<file path="config.mk">
export PLATFORM = sky130hd
export DESIGN_NAME = cart_bank_mapper
export DESIGN_NICKNAME = d
export VERILOG_FILES = /design/src/rtl/cbm_pkg.sv /design/src/rtl/cbm_wr_decode.sv /design/src/rtl/cbm_bank_regs.sv /design/src/rtl/cbm_slot_xlate.sv /design/src/rtl/cart_bank_mapper.sv
export SDC_FILE = /design/constraint.sdc
export NUM_CORES = 1
export LEC_CHECK = 0
export ABC_AREA = 1
export ABC_CLOCK_PERIOD_IN_PS = 3800
export BUFFER_PORTS_ARGS = -buffer_cell sky130_fd_sc_hd__clkbuf_2
export CELL_PAD_IN_SITES_DETAIL_PLACEMENT = 0
export CELL_PAD_IN_SITES_GLOBAL_PLACEMENT = 1
export CORE_MARGIN = 2
export CORE_UTILIZATION = 38
export CTS_CLUSTER_SIZE = 16
export DETAILED_ROUTE_END_ITERATION = 12
export GPL_TIMING_DRIVEN = 0
export PLACE_DENSITY_LB_ADDON = 0.3
export SLEW_MARGIN = 10
export SYNTH_ARGS = -nofsm -noshare
export SYNTH_HDL_FRONTEND = slang
export SYNTH_SLANG_ARGS = --single-unit
</file>
<file path="constraint.sdc">
create_clock -name clk -period 3.8 [get_ports clk]
set_input_delay 0.57 -clock clk [delete_from_list [all_inputs] [get_ports clk]]
set_output_delay 0.57 -clock clk [all_outputs]
set_load 0.05 [all_outputs]
</file>
<file path="src/rtl/cbm_pkg.sv">
package cbm_pkg;

  typedef enum logic [1:0] {
    MIR_VERT   = 2'd0,
    MIR_HORZ   = 2'd1,
    MIR_ONE_LO = 2'd2,
    MIR_ONE_HI = 2'd3
  } mirror_e;

  typedef enum logic [2:0] {
    OP_NONE,
    OP_OUTER,
    OP_MIRROR,
    OP_PRG8K,
    OP_PRG16K,
    OP_CHR,
    OP_SCRATCH
  } wr_op_e;

  typedef struct packed {
    wr_op_e     op;
    logic [2:0] idx;
  } wr_cmd_t;

  localparam int PRG_SLOTS = 4;
  localparam int CHR_SLOTS = 8;
  localparam int PRG_OFF_W = 13;
  localparam int CHR_OFF_W = 10;
  // widest 8 KB bank number: 2*255+1
  localparam int PRG_REG_W = 9;
  // widest 1 KB bank number: 2*1023+1
  localparam int CHR_REG_W = 11;

endpackage

</file>
<file path="src/rtl/cbm_wr_decode.sv">
module cbm_wr_decode
  import cbm_pkg::*;
(
  input  logic        we,
  input  logic [15:0] addr,
  output wr_cmd_t     cmd
);

  always_comb begin
    cmd.op  = OP_NONE;
    cmd.idx = addr[2:0];
    if (we) begin
      case (addr)
        16'h8000, 16'hB000, 16'hB0FF, 16'hB1FF: cmd.op = OP_OUTER;
        16'h8100:                               cmd.op = OP_MIRROR;
        16'h8300, 16'h8301, 16'h8302:           cmd.op = OP_PRG8K;
        16'h8318:                               cmd.op = OP_PRG16K;
        16'h5101, 16'h5102, 16'h5103:           cmd.op = OP_SCRATCH;
        default: begin
          // 0x8310..0x8317 share one aligned group of eight
          if (addr[15:3] == 13'h1062) cmd.op = OP_CHR;
        end
      endcase
    end
  end

endmodule

</file>
<file path="src/rtl/cbm_bank_regs.sv">
module cbm_bank_regs
  import cbm_pkg::*;
#(
  parameter int PRG_BANKS = 512
) (
  input  logic                           clk,
  input  logic                           rst_n,
  input  wr_cmd_t                        cmd,
  input  logic [7:0]                     wdata,
  input  logic                           chr2k,
  output logic [PRG_SLOTS*PRG_REG_W-1:0] prg_slots,
  output logic [CHR_SLOTS*CHR_REG_W-1:0] chr_slots,
  output mirror_e                        mirror,
  output logic [7:0]                     scratch
);

  localparam logic [PRG_REG_W-1:0] RST_P2 =
    (PRG_BANKS >= 32) ? PRG_REG_W'(30) : PRG_REG_W'(PRG_BANKS - 2);
  localparam logic [PRG_REG_W-1:0] RST_P3 =
    (PRG_BANKS >= 32) ? PRG_REG_W'(31) : PRG_REG_W'(PRG_BANKS - 1);

  logic [PRG_REG_W-1:0] prg_q [PRG_SLOTS];
  logic [PRG_REG_W-1:0] prg_d [PRG_SLOTS];
  logic [CHR_REG_W-1:0] chr_q [CHR_SLOTS];
  logic [CHR_REG_W-1:0] chr_d [CHR_SLOTS];
  logic [1:0]           outer_q, outer_d;
  mirror_e              mir_q, mir_d;
  logic [7:0]           scr_q, scr_d;
  logic                 upd_en;

  logic [7:0] bank16_hi;
  logic [7:0] bank16_lo;
  logic [9:0] chr_val;
  logic       pair_sel;

  assign upd_en    = (cmd.op != OP_NONE);
  assign bank16_hi = {2'b00, wdata[5:4], 4'hF};
  assign bank16_lo = {wdata[7:6], wdata[5:4] | outer_q, wdata[3:0]};
  assign chr_val   = {outer_q, wdata};
  // writes 0,1,6,7 become 2 KB writes when the strap is high
  assign pair_sel  = chr2k && (cmd.idx[1] == cmd.idx[2]);

  always_comb begin
    for (int i = 0; i < PRG_SLOTS; i++) prg_d[i] = prg_q[i];
    for (int i = 0; i < CHR_SLOTS; i++) chr_d[i] = chr_q[i];
    outer_d = outer_q;
    mir_d   = mir_q;
    scr_d   = scr_q;
    case (cmd.op)
      OP_OUTER: begin
        outer_d  = wdata[5:4];
        prg_d[0] = {wdata, 1'b0};
        prg_d[1] = {wdata, 1'b1};
        prg_d[2] = {bank16_hi, 1'b0};
        prg_d[3] = {bank16_hi, 1'b1};
      end
      OP_MIRROR:  mir_d = mirror_e'(wdata[1:0]);
      OP_PRG8K:   prg_d[cmd.idx[1:0]] = {1'b0, wdata};
      OP_PRG16K: begin
        prg_d[0] = {bank16_lo, 1'b0};
        prg_d[1] = {bank16_lo, 1'b1};
      end
      OP_CHR: begin
        if (pair_sel) begin
          chr_d[{cmd.idx[2], cmd.idx[0], 1'b0}] = {chr_val, 1'b0};
          chr_d[{cmd.idx[2], cmd.idx[0], 1'b1}] = {chr_val, 1'b1};
        end else begin
          chr_d[cmd.idx] = {1'b0, chr_val};
        end
      end
      OP_SCRATCH: scr_d = wdata;
      default: ;
    endcase
  end

  always_ff @(posedge clk or negedge rst_n) begin
    if (!rst_n) begin
      prg_q[0] <= PRG_REG_W'(0);
      prg_q[1] <= PRG_REG_W'(1);
      prg_q[2] <= RST_P2;
      prg_q[3] <= RST_P3;
      for (int i = 0; i < CHR_SLOTS; i++) chr_q[i] <= CHR_REG_W'(i);
      outer_q <= 2'b00;
      mir_q   <= MIR_VERT;
      scr_q   <= 8'h00;
    end else if (upd_en) begin
      for (int i = 0; i < PRG_SLOTS; i++) prg_q[i] <= prg_d[i];
      for (int i = 0; i < CHR_SLOTS; i++) chr_q[i] <= chr_d[i];
      outer_q <= outer_d;
      mir_q   <= mir_d;
      scr_q   <= scr_d;
    end
  end

  for (genvar g = 0; g < PRG_SLOTS; g++) begin : g_prg_flat
    assign prg_slots[g*PRG_REG_W +: PRG_REG_W] = prg_q[g];
  end
  for (genvar g = 0; g < CHR_SLOTS; g++) begin : g_chr_flat
    assign chr_slots[g*CHR_REG_W +: CHR_REG_W] = chr_q[g];
  end

  assign mirror  = mir_q;
  assign scratch = scr_q;

endmodule

</file>
<file path="src/rtl/cbm_slot_xlate.sv">
module cbm_slot_xlate #(
  parameter int SLOTS  = 4,
  parameter int OFF_W  = 13,
  parameter int REG_W  = 9,
  parameter int BANK_W = 9,
  localparam int SEL_W = $clog2(SLOTS)
) (
  input  logic [SLOTS*REG_W-1:0]   slots,
  input  logic [SEL_W+OFF_W-1:0]   addr,
  output logic [BANK_W+OFF_W-1:0]  rom_addr
);

  logic [REG_W-1:0]  bank_tbl [SLOTS];
  logic [SEL_W-1:0]  sel;
  logic [REG_W-1:0]  bank_raw;
  logic [BANK_W-1:0] bank_mod;

  for (genvar g = 0; g < SLOTS; g++) begin : g_unpack
    assign bank_tbl[g] = slots[g*REG_W +: REG_W];
  end

  assign sel      = addr[SEL_W+OFF_W-1:OFF_W];
  assign bank_raw = bank_tbl[sel];
  // power-of-two ROM size: modulo is a plain size cast
  assign bank_mod = BANK_W'(bank_raw);
  assign rom_addr = {bank_mod, addr[OFF_W-1:0]};

endmodule

</file>
<file path="src/rtl/cart_bank_mapper.sv">
module cart_bank_mapper
  import cbm_pkg::*;
#(
  parameter int PRG_BANKS = 512,
  parameter int CHR_BANKS = 1024,
  localparam int PRG_BW   = $clog2(PRG_BANKS),
  localparam int CHR_BW   = $clog2(CHR_BANKS)
) (
  input  logic                       clk,
  input  logic                       rst_n,
  input  logic [15:0]                cpu_addr,
  input  logic [7:0]                 cpu_wdata,
  input  logic                       cpu_we,
  input  logic [12:0]                ppu_addr,
  input  logic                       chr2k_mode,
  output logic [7:0]                 cpu_rdata,
  output logic [PRG_BW+PRG_OFF_W-1:0] prg_rom_addr,
  output logic [CHR_BW+CHR_OFF_W-1:0] chr_rom_addr,
  output logic [1:0]                 mirror_mode
);

  logic                           rst_meta_n, rst_sync_n;
  wr_cmd_t                        cmd;
  logic [PRG_SLOTS*PRG_REG_W-1:0] prg_slots;
  logic [CHR_SLOTS*CHR_REG_W-1:0] chr_slots;
  mirror_e                        mirror;
  logic [7:0]                     scratch;

  always_ff @(posedge clk or negedge rst_n) begin
    if (!rst_n) begin
      rst_meta_n <= 1'b0;
      rst_sync_n <= 1'b0;
    end else begin
      rst_meta_n <= 1'b1;
      rst_sync_n <= rst_meta_n;
    end
  end

  cbm_wr_decode u_dec (
    .we   (cpu_we),
    .addr (cpu_addr),
    .cmd  (cmd)
  );

  cbm_bank_regs #(.PRG_BANKS(PRG_BANKS)) u_regs (
    .clk       (clk),
    .rst_n     (rst_sync_n),
    .cmd       (cmd),
    .wdata     (cpu_wdata),
    .chr2k     (chr2k_mode),
    .prg_slots (prg_slots),
    .chr_slots (chr_slots),
    .mirror    (mirror),
    .scratch   (scratch)
  );

  cbm_slot_xlate #(
    .SLOTS(PRG_SLOTS), .OFF_W(PRG_OFF_W), .REG_W(PRG_REG_W), .BANK_W(PRG_BW)
  ) u_prg_xl (
    .slots    (prg_slots),
    .addr     (cpu_addr[14:0]),
    .rom_addr (prg_rom_addr)
  );

  cbm_slot_xlate #(
    .SLOTS(CHR_SLOTS), .OFF_W(CHR_OFF_W), .REG_W(CHR_REG_W), .BANK_W(CHR_BW)
  ) u_chr_xl (
    .slots    (chr_slots),
    .addr     (ppu_addr),
    .rom_addr (chr_rom_addr)
  );

  assign cpu_rdata   = ((cpu_addr & 16'h5100) == 16'h5100) ? scratch : cpu_addr[15:8];
  assign mirror_mode = mirror;

endmodule

</file>
# After elaboration in Yosys (flattened, before gate mapping)
# Cells that the tools add are included.
[word_totals] register_bits=138 in_bits=41 output_inout_bits=52 word_cells=97
[classes] magnitude_cmp=10 n_eq_ne=21 n_mux=25 bitwise_logic=7 reduce_logical=17
[ops] cell="$bwmux 88" n=3
[ops] cell="$eq 16x16->1 const B" n=9
[ops] cell="$demux 11 s3" n=3
[ops] cell="$mux 88" n=1
[ops] cell="$pmux 18 s3" n=1
[ops] cell="$eq 16x15->1 const B" n=3
[ops] cell="$bwmux 36" n=1
[ops] cell="$pmux 18 s2" n=1
[ops] cell="$bmux 11 s3" n=1
[ops] cell="$mux 11" n=3
[ops] cell="$mux 9" n=3
[ops] cell="$mux 10" n=2
[ops] cell="$bmux 9 s2" n=1
[ops] cell="$demux 9 s2" n=1
[ops] cell="$ge 4x4->1 const B" n=4
[ops] cell="$not 3->4" n=4
[ops] cell="$pmux 3 s5" n=1
[ops] cell="$eq 13x13->1 const B" n=1
[ops] cell="$eq 3x3->1 const B" n=4
[ops] cell="$lt 4x1->1 const B" n=3
[ops] cell="$reduce_and 2->1" n=6
[ops] cell="$mux 8" n=1
[ops] cell="$eq 3x2->1 const B" n=2
[ops] cell="$ge 3x3->1 const B" n=2
[ops] cell="other kinds (11)" n=19

# Depth between registers and ports, before layout
# Gate-level depths: netlist of the first run.
[depth] ltp_word=8 ltp_mapped=17 mapped_depth_nobuf=14

# By module
# From an unflattened synthesis of the first run, not the netlist that was laid out.
[hier_totals] cells_unflattened=1419 hier_area_um2=9098.7
[modules_own_cells] module="cbm_bank_regs" instances=1 cells_per_inst=927 area_each_um2=6720.2 seq_area_each_um2=3380.7
[modules_own_cells] module="cbm_slot_xlate (u_chr_xl)" instances=1 cells_per_inst=277 area_each_um2=1216.2 seq_area_each_um2=0.0
[modules_own_cells] module="cbm_slot_xlate (u_prg_xl)" instances=1 cells_per_inst=118 area_each_um2=589.3 seq_area_each_um2=0.0
[modules_own_cells] module="cbm_wr_decode" instances=1 cells_per_inst=69 area_each_um2=365.4 seq_area_each_um2=0.0
[modules_own_cells] module="cart_bank_mapper" instances=1 cells_per_inst=28 area_each_um2=207.7 seq_area_each_um2=50.0

# Worst setup path after synthesis of the first run
# Ideal clock, no wire load.
[synth_path] kind="input -> output" start="input port ppu_addr[10]" end="output port chr_rom_addr[10]" arrival_time_ns=2.134 required_ns=3.230 slack_ns=1.096 cell_stages=6 n_path_buf=2 path_cell_list="clkbuf_1 > clkbuf_1 > o21ai_0 > o21ai_0 > a21oi_1 > a31oi_1"
[synth_via] elab_chain_len=4
[synth_lines] element="start, declared" line="cart_bank_mapper.sv:14" text="input logic [12:0] ppu_addr,"
[synth_lines] element="$not 3->4 (not written as such)" line="cbm_slot_xlate.sv:23" text="assign bank_raw = bank_tbl[sel];"
[synth_lines] element="$bmux 11 s3" line="cbm_slot_xlate.sv:23"
[synth_lines] element="$mux 10 (not written as such) (2 in series)" line="cbm_slot_xlate.sv:23"
[synth_lines] element="end, declared" line="cart_bank_mapper.sv:18" text="output logic [CHR_BW+CHR_OFF_W-1:0] chr_rom_addr,"
# Every way passes these cells. The select of a mux whose other input is x is not followed.

# Worst setup path after layout of the first run
[layout_path] start="input port ppu_addr[10]" end="output port chr_rom_addr[14]"
# The elaborated chain is that of the path after synthesis.

==> results.sh, run 1 <==
export IMPL_num_vias=8292
export IMPL_dieArea_um2=22900
export IMPL_pre_cts_ws_ns=0.720
export IMPL_multi_input_area_um2=3730
export IMPL_setup_tns_ns=0
export IMPL_finalWeightedCongestion=0.863
export IMPL_ys_seq_area_frac=0.391
export IMPL_fmaxAchievable_mhz=319
export IMPL_total_power_mw=3.49
export IMPL_drive_gt1_frac=0.163
export IMPL_skew_ns=0.00925
export IMPL_synth_cells=1229
export IMPL_cts_buffer_depth=2
export IMPL_mappedNetlistArea_um2=8260
export IMPL_setup_viol=0
export IMPL_synth_ff_type="dfrtp_1"
export IMPL_p_comb_frac=0.141
export IMPL_core_um2=21200
export IMPL_cellLeakagePower_nw=4.97
export IMPL_min_path_type="register to asynchronous set/reset pin"
export IMPL_layout_common_cells="nand2_1, inv_1, nor2_1, a21oi_1, dfrtp_1"
export IMPL_grt_pass1_wl_um=42900
export IMPL_io_buffers=80
export IMPL_ioPinCount=93
export IMPL_area_growth_pct=16.6
export IMPL_track_usage=0.249
export IMPL_ant_nets=0
export IMPL_synthSimpleGateAreaFrac=0.278
export IMPL_drc=0
export IMPL_dp_cells=1586
export IMPL_dp_hpwl_um=19500
export IMPL_path_max_fanout=10
export IMPL_instances_no_fill=1619
export IMPL_worst_slack_ns=0.662
export IMPL_h_tree_depth=4
export IMPL_diodes=0
export IMPL_antenna_found_initial=0
export IMPL_hold_ws_ns=0.337
export IMPL_crit_type="input pin to primary output"
export IMPL_syn_nets=1274
export IMPL_cp_arrival_ns=2.57
export IMPL_crit_start="ppu_addr[10]"
export IMPL_crit_path_end_kind="primary output"
export IMPL_synth_compound_area_frac=0.164
export IMPL_first_iter_violations=649
export IMPL_dr_pass1_iters=5
export IMPL_grt_setup_unrepaired="no"
export IMPL_crit_family="compound AO/OA/AOI/OAI gates"
export IMPL_async_flop_share=1.00
export IMPL_synthXorXnorAreaFrac=0
export IMPL_final_hold_viol_count=0
export IMPL_rr_worst_depth=6
export IMPL_ys_types=36
export IMPL_critical_path_depth=6
export IMPL_final_min_period_over_clock_period=0.826
export IMPL_syn_area_per_cell_um2=6.72
export IMPL_cp_buffers_inverters=3
export IMPL_ir_worst_vdd_uv=235
export IMPL_startpoint_type="input pin"
export IMPL_fin_crit_ns=3.14
export IMPL_nets=1376
export IMPL_max_stage_delay_ns=0.53
export IMPL_layout_commonest_cell="nand2_1"
export IMPL_slew_violations=0
export IMPL_cts_made_buffers=17
export IMPL_cts_resized=0
export IMPL_wl_per_cell_um=16.9
export IMPL_crit_chain="clkbuf_1 -> clkbuf_1 -> o21ai_0 -> a221oi_1 -> a31oi_1 -> clkbuf_2"
export IMPL_clockRootBuffer="clkbuf_16"
export IMPL_grt_max_degree=49
export IMPL_grt_pass1_vias=7913
export IMPL_r2r_slack_ns=2.27
export IMPL_outcome="complete, no violations"
export IMPL_cp_required_ns=3.23
export IMPL_crit_top_cell="clkbuf_1"
export IMPL_r2r_start="u_regs.outer_q[0]$_DFFE_PN0P_"
export IMPL_start_util=0.390
export IMPL_maxCapViolations=0
export IMPL_regArea_um2=3230
export IMPL_sequentialPowerShare=0.396
export IMPL_tightest_slew_ns=0.908
export IMPL_die_h_um=151
export IMPL_power_internal_mw=2.41
export IMPL_rows=53
export IMPL_viasPerCell=5.12
export IMPL_synthAdderAreaFrac=0.00606
export IMPL_die_w_um=151
export IMPL_cts_tree="yes"
export IMPL_drt_total_wl_um=27300
export IMPL_post_cts_buffers=0
export IMPL_p_clk_frac=0.464
export IMPL_ys_warnings_count=0
export IMPL_power_switching_mw=1.08
export IMPL_clock_latency_ns=0.43
export IMPL_p_sw_frac=0.309
export IMPL_r2r_end="u_regs.chr_slots[74]$_DFFE_PN0P_"
export IMPL_slew_limit_headroom=0.395
export IMPL_cts_hold_buf=1
export IMPL_synth_seq_cells=128
export IMPL_fillCellCount=2219
export IMPL_synth_top_family_by_area="simple AND/OR/NAND/NOR gates"
export IMPL_p_per_area_nw_per_um2=362
export IMPL_synth_mux_area_frac=0.00273
export IMPL_slowest_stage="a221oi_1"
export IMPL_clock_sinks=128
export IMPL_cts_clk_slew_worst_paths_ns=0.06
export IMPL_synth_edf_count=0
export IMPL_globalRouteOverflowTotal=0
[flip-flops by register name, summed over array words and instances (netlist names)]
signal            count
u_regs.outer_q        2
rst_meta_n            1
u_regs.mirror         2
rst_sync_n            1
u_regs.scratch        8
u_regs.prg_slots     34
u_regs.chr_slots     80
[metrics by stage]
step                       util  cell area (µm²)
after global placement    0.426             9000
after floorplan               -             8260
after CTS                 0.455             9640
after global routing      0.455             9640
final                     0.455             9640
after detailed placement  0.428             9060
[power groups by stage]
stage | combinational (mW) | clock, mW | sequential [mW]
floorplan | 0.312 | 0 | 1.41
global placement | 0.460 | 0 | 1.42
detailed placement | 0.485 | 0 | 1.40
CTS | 0.487 | 1.64 | 1.38
global route | 0.529 | 1.70 | 1.38
finish | 0.490 | 1.62 | 1.38
[layer usage]
| layer | track usage | vias up | part of all wire |
|---|---|---|---|
| met5 | 0 | - | 0 |
| met4 | 0.0799 | 0 | 0.022 |
| met3 | 0.0340 | 39 | 0.054 |
| met2 | 0.411 | 231 | 0.47 |
| met1 | 0.339 | 3946 | 0.45 |
| li1 | - | 4076 | - |
[logic make-up after synthesis]
logic type               after synthesis
AND/OR/NAND/NOR                      543
buffers and inverters                303
AO/OA/AOI/OAI                        248
other                                  1
multiplexers                           2
flip-flops                           128
adder cells (fa/ha/maj)                4
[worst max path at each step]
stage	endpoint	slack, ns
6_report	chr_rom_addr[14]	0.66
5_1_grt	chr_rom_addr[13]	0.56
4_1_cts	chr_rom_addr[14]	0.68
3_5_place_dp	chr_rom_addr[14]	0.72
3_3_place_gp	u_regs.scratch[2]$_DFFE_PN0P_	-1.88
2_1_floorplan	u_regs.chr_slots[0]$_DFFE_PN0P_	0.008
[layout make-up]
class,instances,area share
clock inverters,14,0.0135
well taps,275,0.0357
plain buffers,80,0.0475
multi-input cells,798,0.388
flip-flops and latches,128,0.336
inverters,223,0.0869
repair buffers,83,0.0475
clock buffers,18,0.0456
[synthesized netlist by cell type (all sizes together) (12+ instances only)]
cell type / number / area share
inv: 217 / 0.099
a21oi: 108 / 0.067
nor2: 126 / 0.060
o21ai: 92 / 0.056
dfstp: 22 / 0.070
dfrtp: 106 / 0.32
buf: 49 / 0.041
clkbuf: 31 / 0.014
o211ai: 16 / 0.015
a31oi: 12 / 0.0091
nand2: 290 / 0.13
nand3: 105 / 0.066
No activity file was read; power rests on OpenSTA's default activity.
==> inputs of run 2 (changes only) <==
--- a/config.mk
+++ b/config.mk
@@ -5,13 +5,13 @@
 export SDC_FILE = /design/constraint.sdc
 export NUM_CORES = 1
 export LEC_CHECK = 0
-export ABC_AREA = 1
-export ABC_CLOCK_PERIOD_IN_PS = 3800
+export ABC_AREA = 0
+export ABC_CLOCK_PERIOD_IN_PS = 2700
 export BUFFER_PORTS_ARGS = -buffer_cell sky130_fd_sc_hd__clkbuf_2
 export CELL_PAD_IN_SITES_DETAIL_PLACEMENT = 0
 export CELL_PAD_IN_SITES_GLOBAL_PLACEMENT = 1
 export CORE_MARGIN = 2
-export CORE_UTILIZATION = 38
+export CORE_UTILIZATION = 40
 export CTS_CLUSTER_SIZE = 16
 export DETAILED_ROUTE_END_ITERATION = 12
 export GPL_TIMING_DRIVEN = 0
==> constraint.sdc (replaced) <==
create_clock -name clk -period 2.7 [get_ports clk]
set_input_delay 0.405 -clock clk [delete_from_list [all_inputs] [get_ports clk]]
set_output_delay 0.405 -clock clk [all_outputs]
set_load 0.05 [all_outputs]
==> run 2 against run 1 <==
Net effect:
- the run now ends with setup timing left
- cell area fell by 3.3%
- largest power group unchanged
- synthesized cell count fell by 40%
- hold slack got worse by 0.11 ns
- critical path depth rose by 2
- global-route usage fell by 1.3 points
==> results.sh, run 2 <==
export IMPL_largest_reg_flops=80
export IMPL_antenna_found_initial=0
export IMPL_globalRouteOverflowTotal=0
export IMPL_fin_crit_ns=2.74
export IMPL_synth_top_cell_area_share=0.362
export IMPL_grt_pass1_vias=6501
export IMPL_synth_top_cells_by_count="nand2_1, dfrtp_1, o21ai_0, clkbuf_1, mux2_2"
export IMPL_clock_latency_ns=0.42
export IMPL_max_stage_delay_ns=0.56
export IMPL_grt_pass1_wl_um=36000
export IMPL_synth_edf_count=0
export IMPL_crit_type="input pin to register"
export IMPL_cts_tree="yes"
export IMPL_drc=0
export IMPL_synth_seq_cells=128
export IMPL_cellLeakagePower_nw=4.08
export IMPL_syn_nets=780
export IMPL_nets=894
export IMPL_die_h_um=139
export IMPL_wl_per_cell_um=20.9
export IMPL_maxCapViolations=0
export IMPL_hold_ws_ns=0.226
export IMPL_drt_total_wl_um=22800
export IMPL_tightest_slew_ns=0.818
export IMPL_synth_compound_area_frac=0.173
export IMPL_synth_ff_type="dfrtp_1"
export IMPL_synthSimpleGateAreaFrac=0.137
export IMPL_skew_ns=0.00688
export IMPL_ir_worst_vdd_uv=565
export IMPL_p_per_area_nw_per_um2=513
export IMPL_ioPinCount=93
export IMPL_synth_most_common_cell="nand2_1"
export IMPL_path_max_fanout=7
export IMPL_power_internal_mw=3.53
export IMPL_power_switching_mw=1.25
export IMPL_synth_top_family_by_area="multiplexers"
export IMPL_area_growth_pct=27.1
export IMPL_drive_gt1_frac=0.376
export IMPL_clock_sinks=128
export IMPL_grt_setup_unrepaired="yes"
export IMPL_outcome="complete, but fails checks"
export IMPL_layout_commonest_cell="nand2_1"
export IMPL_ys_warnings_count=0
export IMPL_rows=49
export IMPL_grt_max_degree=55
export IMPL_sequentialPowerShare=0.405
export IMPL_core_um2=18000
export IMPL_slowest_stage="or4b_4"
export IMPL_slew_limit_headroom=0.455
export IMPL_diodes=0
export IMPL_synthXorXnorAreaFrac=0.00119
export IMPL_p_sw_frac=0.261
export IMPL_io_buffers=71
export IMPL_yosysTopAreaCell="dfrtp_1"
export IMPL_dp_hpwl_um=16600
export IMPL_synthTopCellsByArea="dfrtp_1, mux4_2, dfstp_2"
export IMPL_startpoint_type="input pin"
export IMPL_final_min_period_over_clock_period=1.02
export IMPL_crit_top_cell="or4b_4"
export IMPL_p_comb_frac=0.111
export IMPL_clockRootBuffer="clkbuf_16"
export IMPL_setup_viol=11
export IMPL_post_route_util=0.519
export IMPL_fillCellCount=1622
export IMPL_cts_buffer_depth=2
export IMPL_ys_seq_area_frac=0.441
export IMPL_violations="setup timing"
export IMPL_syn_area_per_cell_um2=9.98
export IMPL_ant_nets=0
export IMPL_crit_family="simple AND/OR/NAND/NOR gates"
export IMPL_layout_common_cells="nand2_1, dfrtp_1, clkbuf_2, o21ai_0, buf_4"
export IMPL_cp_buffers_inverters=1
export IMPL_p_clk_frac=0.484
export IMPL_synth_mux_area_frac=0.174
export IMPL_crit_path_end_kind="register"
export IMPL_async_flop_share=1.00
export IMPL_worst_slack_ns=-0.0410
export IMPL_first_iter_violations=534
export IMPL_dieArea_um2=19400
export IMPL_ys_types=58
export IMPL_track_usage=0.237
export IMPL_cp_arrival_ns=3.05
export IMPL_h_tree_depth=4
export IMPL_fmaxAchievable_mhz=365
export IMPL_die_w_um=139
export IMPL_synthAdderAreaFrac=0.00956
export IMPL_start_util=0.408
export IMPL_min_path_type="register to asynchronous set/reset pin"
export IMPL_mappedNetlistArea_um2=7330
export IMPL_num_vias=6311
export IMPL_total_power_mw=4.78
export IMPL_slew_violations=0
export IMPL_cts_clk_slew_worst_paths_ns=0.06
export IMPL_cp_required_ns=3.01
export IMPL_synth_cells=735
export IMPL_crit_chain="clkbuf_16 -> or4b_4 -> or4b_4 -> or4_4 -> a311oi_4 -> o31ai_4 -> nand2_1 -> a21bo_2"
export IMPL_cts_made_buffers=17
export IMPL_dr_pass1_iters=5
export IMPL_final_hold_viol_count=0
export IMPL_finalWeightedCongestion=0.866
export IMPL_viasPerCell=5.78
-- run 2: repair_timing --
| item | CTS | global route |
|---|---|---|
| cloned | 1 | 0 |
| hold endpoints to repair | 2 | 0 |
| hold buffers | 1 | 0 |
| pin swaps | 10 | 13 |
| setup endpoints to repair | 124 | 116 |
| buffers inserted | 18 | 4 |
| gates resized for setup | 35 | 39 |
-- run 2: routing by layer --
metal	part of all wire	vias to the layer above	GRT usage	wire, µm
li1	-	2875	-	-
met1	0.42	3151	0.306	9500
met2	0.50	253	0.402	11500
met3	0.063	32	0.0509	1440
met4	0.017	0	0.0680	386
met5	0	-	0	0
-- run 2: logic make-up after synthesis --
group | count (synthesis)
and+or+nand+nor | 212
AOI/OAI and AO/OA | 206
DFF | 128
buffers and inverters | 98
muxes | 83
adders and majority gates | 6
other | 1
xor gates and xnor gates | 1
-- run 2: worst paths after layout --
check	from	to	slack, ns	cells past startpoint
min reg2reg	rst_sync_n$_DFF_PN0_	u_regs.prg_slots[12]$_DFFE_PN0P_	0.23	0
max	cpu_addr[0]	u_regs.prg_slots[4]$_DFFE_PN0P_	-0.04	8
min in group clk	rst_meta_n$_DFF_PN0_	rst_sync_n$_DFF_PN0_	0.35	0
max reg2reg	u_regs.outer_q[0]$_DFFE_PN0P_	u_regs.chr_slots[64]$_DFFE_PN0P_	1.41	4
min	rst_sync_n$_DFF_PN0_	u_regs.prg_slots[12]$_DFFE_PN0P_	0.23	0
max in group asynchronous	rst_sync_n$_DFF_PN0_	u_regs.chr_slots[55]$_DFFE_PN1P_	1.53	2
-- run 2: power by group through the flow --
stage	sequential (mW)	combinational (mW)	clock [mW]
finish	1.93	0.532	2.31
CTS	1.93	0.522	2.33
detailed placement	1.97	0.505	0
floorplan	1.99	0.330	0
global placement	2.00	0.459	0
global route	1.93	0.566	2.43
-- run 2: per-stage QoR --
stage,setup TNS [ns],std cells,setup slack (ns),cell area (µm²)
floorplan,-27.66,735,-0.429,7530
global placement,-124.38,1035,-1.26,8170
detailed placement,-103.24,1037,-1.27,8230
CTS,-0.203,1087,-0.0378,9170
global route,-0.610,1091,-0.0671,9320
finish,-0.268,1091,-0.0410,9320
-- run 2: layout make-up --
class,instances,area [µm²],share of cell area
multi-input cells,509,3950,0.423
flip-flops and latches,128,3230,0.347
clock buffers,22,484,0.0520
repair buffers,97,667,0.0716
plain buffers,76,517,0.0555
well taps,229,287,0.0307
inverters,20,75.1,0.00806
clock inverters,10,109,0.0117
==> inputs of run 3 (changes only) <==
--- a/config.mk
+++ b/config.mk
@@ -16,6 +16,7 @@
 export DETAILED_ROUTE_END_ITERATION = 12
 export GPL_TIMING_DRIVEN = 0
 export PLACE_DENSITY_LB_ADDON = 0.3
+export RECOVER_POWER = 25
 export SLEW_MARGIN = 10
 export SYNTH_ARGS = -nofsm -noshare
 export SYNTH_HDL_FRONTEND = slang
==> run 3 against run 2 <==
Net effect:
- the flow still finishes with violations (setup timing)
- clock power is essentially flat
- die area stayed put
- clock-buffer cell count unchanged
- wire length grew 0.20%
- critical endpoint is now u_regs.prg_slots[13]$_DFFE_PN0P_
- total power fell by 0.23%
- via count is 0.24% lower
- fmax shrank 0.89%
- register-to-register slack worse by 1.0 ns
- hold slack gained 0.072 ns
- utilization down 0.15 points
- sequential share of layout area increased by 0.062 points
==> results.sh, run 3 (same netlist as run 2, synthesis figures left out) <==
export IMPL_outcome="complete, but fails checks"
export IMPL_violations="setup timing"
export IMPL_multi_input_area_um2=3950
export IMPL_final_min_period_over_clock_period=1.02
export IMPL_grt_max_degree=55
export IMPL_wl_per_cell_um=21.0
export IMPL_tightest_slew_ns=1.36
export IMPL_fin_crit_ns=2.77
export IMPL_p_per_area_nw_per_um2=513
export IMPL_start_util=0.408
export IMPL_globalRouteOverflowTotal=0
export IMPL_clockRootBuffer="clkbuf_16"
export IMPL_cts_buffer_depth=2
export IMPL_grt_setup_unrepaired="yes"
export IMPL_drive_gt1_frac=0.374
export IMPL_dr_pass1_iters=5
export IMPL_total_power_mw=4.76
export IMPL_cts_made_buffers=17
export IMPL_placed_area_um2=8230
export IMPL_maxCapViolations=0
export IMPL_final_hold_viol_count=0
export IMPL_slew_violations=0
export IMPL_slew_limit_headroom=0.0929
export IMPL_drt_total_wl_um=22900
export IMPL_crit_path_end_kind="register"
export IMPL_nets=894
export IMPL_core_um2=18000
export IMPL_path_max_fanout=6
export IMPL_cp_arrival_ns=3.07
export IMPL_die_h_um=139
export IMPL_pre_cts_ws_ns=-1.27
export IMPL_skew_ns=0.00681
export IMPL_regArea_um2=3230
export IMPL_diodes=0
export IMPL_fin_area_um2=9290
export IMPL_worst_slack_ns=-0.0655
export IMPL_dp_hpwl_um=16600
export IMPL_min_path_type="input pin to asynchronous set/reset pin"
export IMPL_rows=49
export IMPL_setup_tns_ns=-0.552
export IMPL_setup_viol=12
export IMPL_largest_reg_flops=80
export IMPL_post_route_util=0.517
export IMPL_cp_required_ns=3.01
export IMPL_fmaxAchievable_mhz=362
export IMPL_track_usage=0.237
export IMPL_cellLeakagePower_nw=4.07
export IMPL_r2r_slack_ns=0.38
export IMPL_grt_pass1_wl_um=36000
export IMPL_startpoint_type="input pin"
export IMPL_ir_worst_vdd_uv=556
export IMPL_layout_common_cells="nand2_1, dfrtp_1, clkbuf_2, o21ai_0, buf_4"
export IMPL_area_growth_pct=26.7
export IMPL_clock_sinks=128
export IMPL_h_tree_depth=4
export IMPL_die_w_um=139
export IMPL_io_buffers=71
export IMPL_antenna_found_initial=0
export IMPL_drc=0
export IMPL_ioPinCount=93
export IMPL_dieArea_um2=19400
export IMPL_finalWeightedCongestion=0.866
export IMPL_first_iter_violations=497
export IMPL_clock_latency_ns=0.42
export IMPL_cts_clk_slew_worst_paths_ns=0.06
export IMPL_ant_nets=0
export IMPL_viasPerCell=5.77
export IMPL_fillCellCount=1627
export IMPL_grt_pass1_vias=6501
export IMPL_rr_worst_depth=2
export IMPL_layout_commonest_cell="nand2_1"
export IMPL_crit_type="input pin to register"
export IMPL_cts_tree="yes"
export IMPL_num_vias=6296
## run 3: layer usage
metal	GRT usage	routed length (µm)	vias up
met4	0.0680	393	0
met3	0.0509	1470	38
met1	0.306	9540	3142
met2	0.402	11500	243
met5	0	0	-
li1	-	-	2873
## run 3: worst paths after layout
path | start | end
max reg2reg | rst_sync_n$_DFF_PN0_ | u_regs.chr_slots[34]$_DFFE_PN1P_
min in group clk | rst_meta_n$_DFF_PN0_ | rst_sync_n$_DFF_PN0_
min | rst_n | rst_meta_n$_DFF_PN0_
max in group asynchronous | rst_sync_n$_DFF_PN0_ | u_regs.chr_slots[34]$_DFFE_PN1P_
max | cpu_addr[0] | u_regs.prg_slots[13]$_DFFE_PN0P_
min reg2reg | rst_meta_n$_DFF_PN0_ | rst_sync_n$_DFF_PN0_
## run 3: critical path, cell delays in order
cell,delay [ns]
clkbuf_16,0.12
or4b_4,0.51
or4b_4,0.56
or4_4,0.56
a311oi_4,0.39
o31ai_4,0.21
nand2_1,0.10
a21bo_2,0.22
## run 3: repair_timing
action | in CTS | in global routing
resized for setup | 35 | 39
endpoints found under the hold margin | 2 | 0
cloned | 1 | 0
setup endpoints to repair | 124 | 116
pin swaps | 10 | 13
setup buffers | 18 | 4
hold buffers | 1 | 0
## run 3: layout make-up
class | count | area share
Inverter | 20 | 0.00808
Multi-Input combinational cell | 509 | 0.425
Sequential cell | 128 | 0.348
Clock inverter | 10 | 0.0117
Timing Repair Buffer | 97 | 0.0692
Tap cell | 229 | 0.0308
Buffer | 76 | 0.0556
Clock buffer | 22 | 0.0521
## run 3: through the flow
step,instances,hold slack (ns)
finish,1091,0.298
global route,1091,0.307
global placement,1035,0.191
CTS,1087,0.237
detailed placement,1037,0.195
floorplan,735,0.109
## run 3: where the power goes
part,switching (mW),leakage (nW),internal (mW),total [mW]
Sequential,0.00763,1.68,1.93,1.93
Combinational,0.376,2.09,0.151,0.528
Clock,0.856,0.292,1.45,2.30
Total,1.24,4.07,3.53,4.76
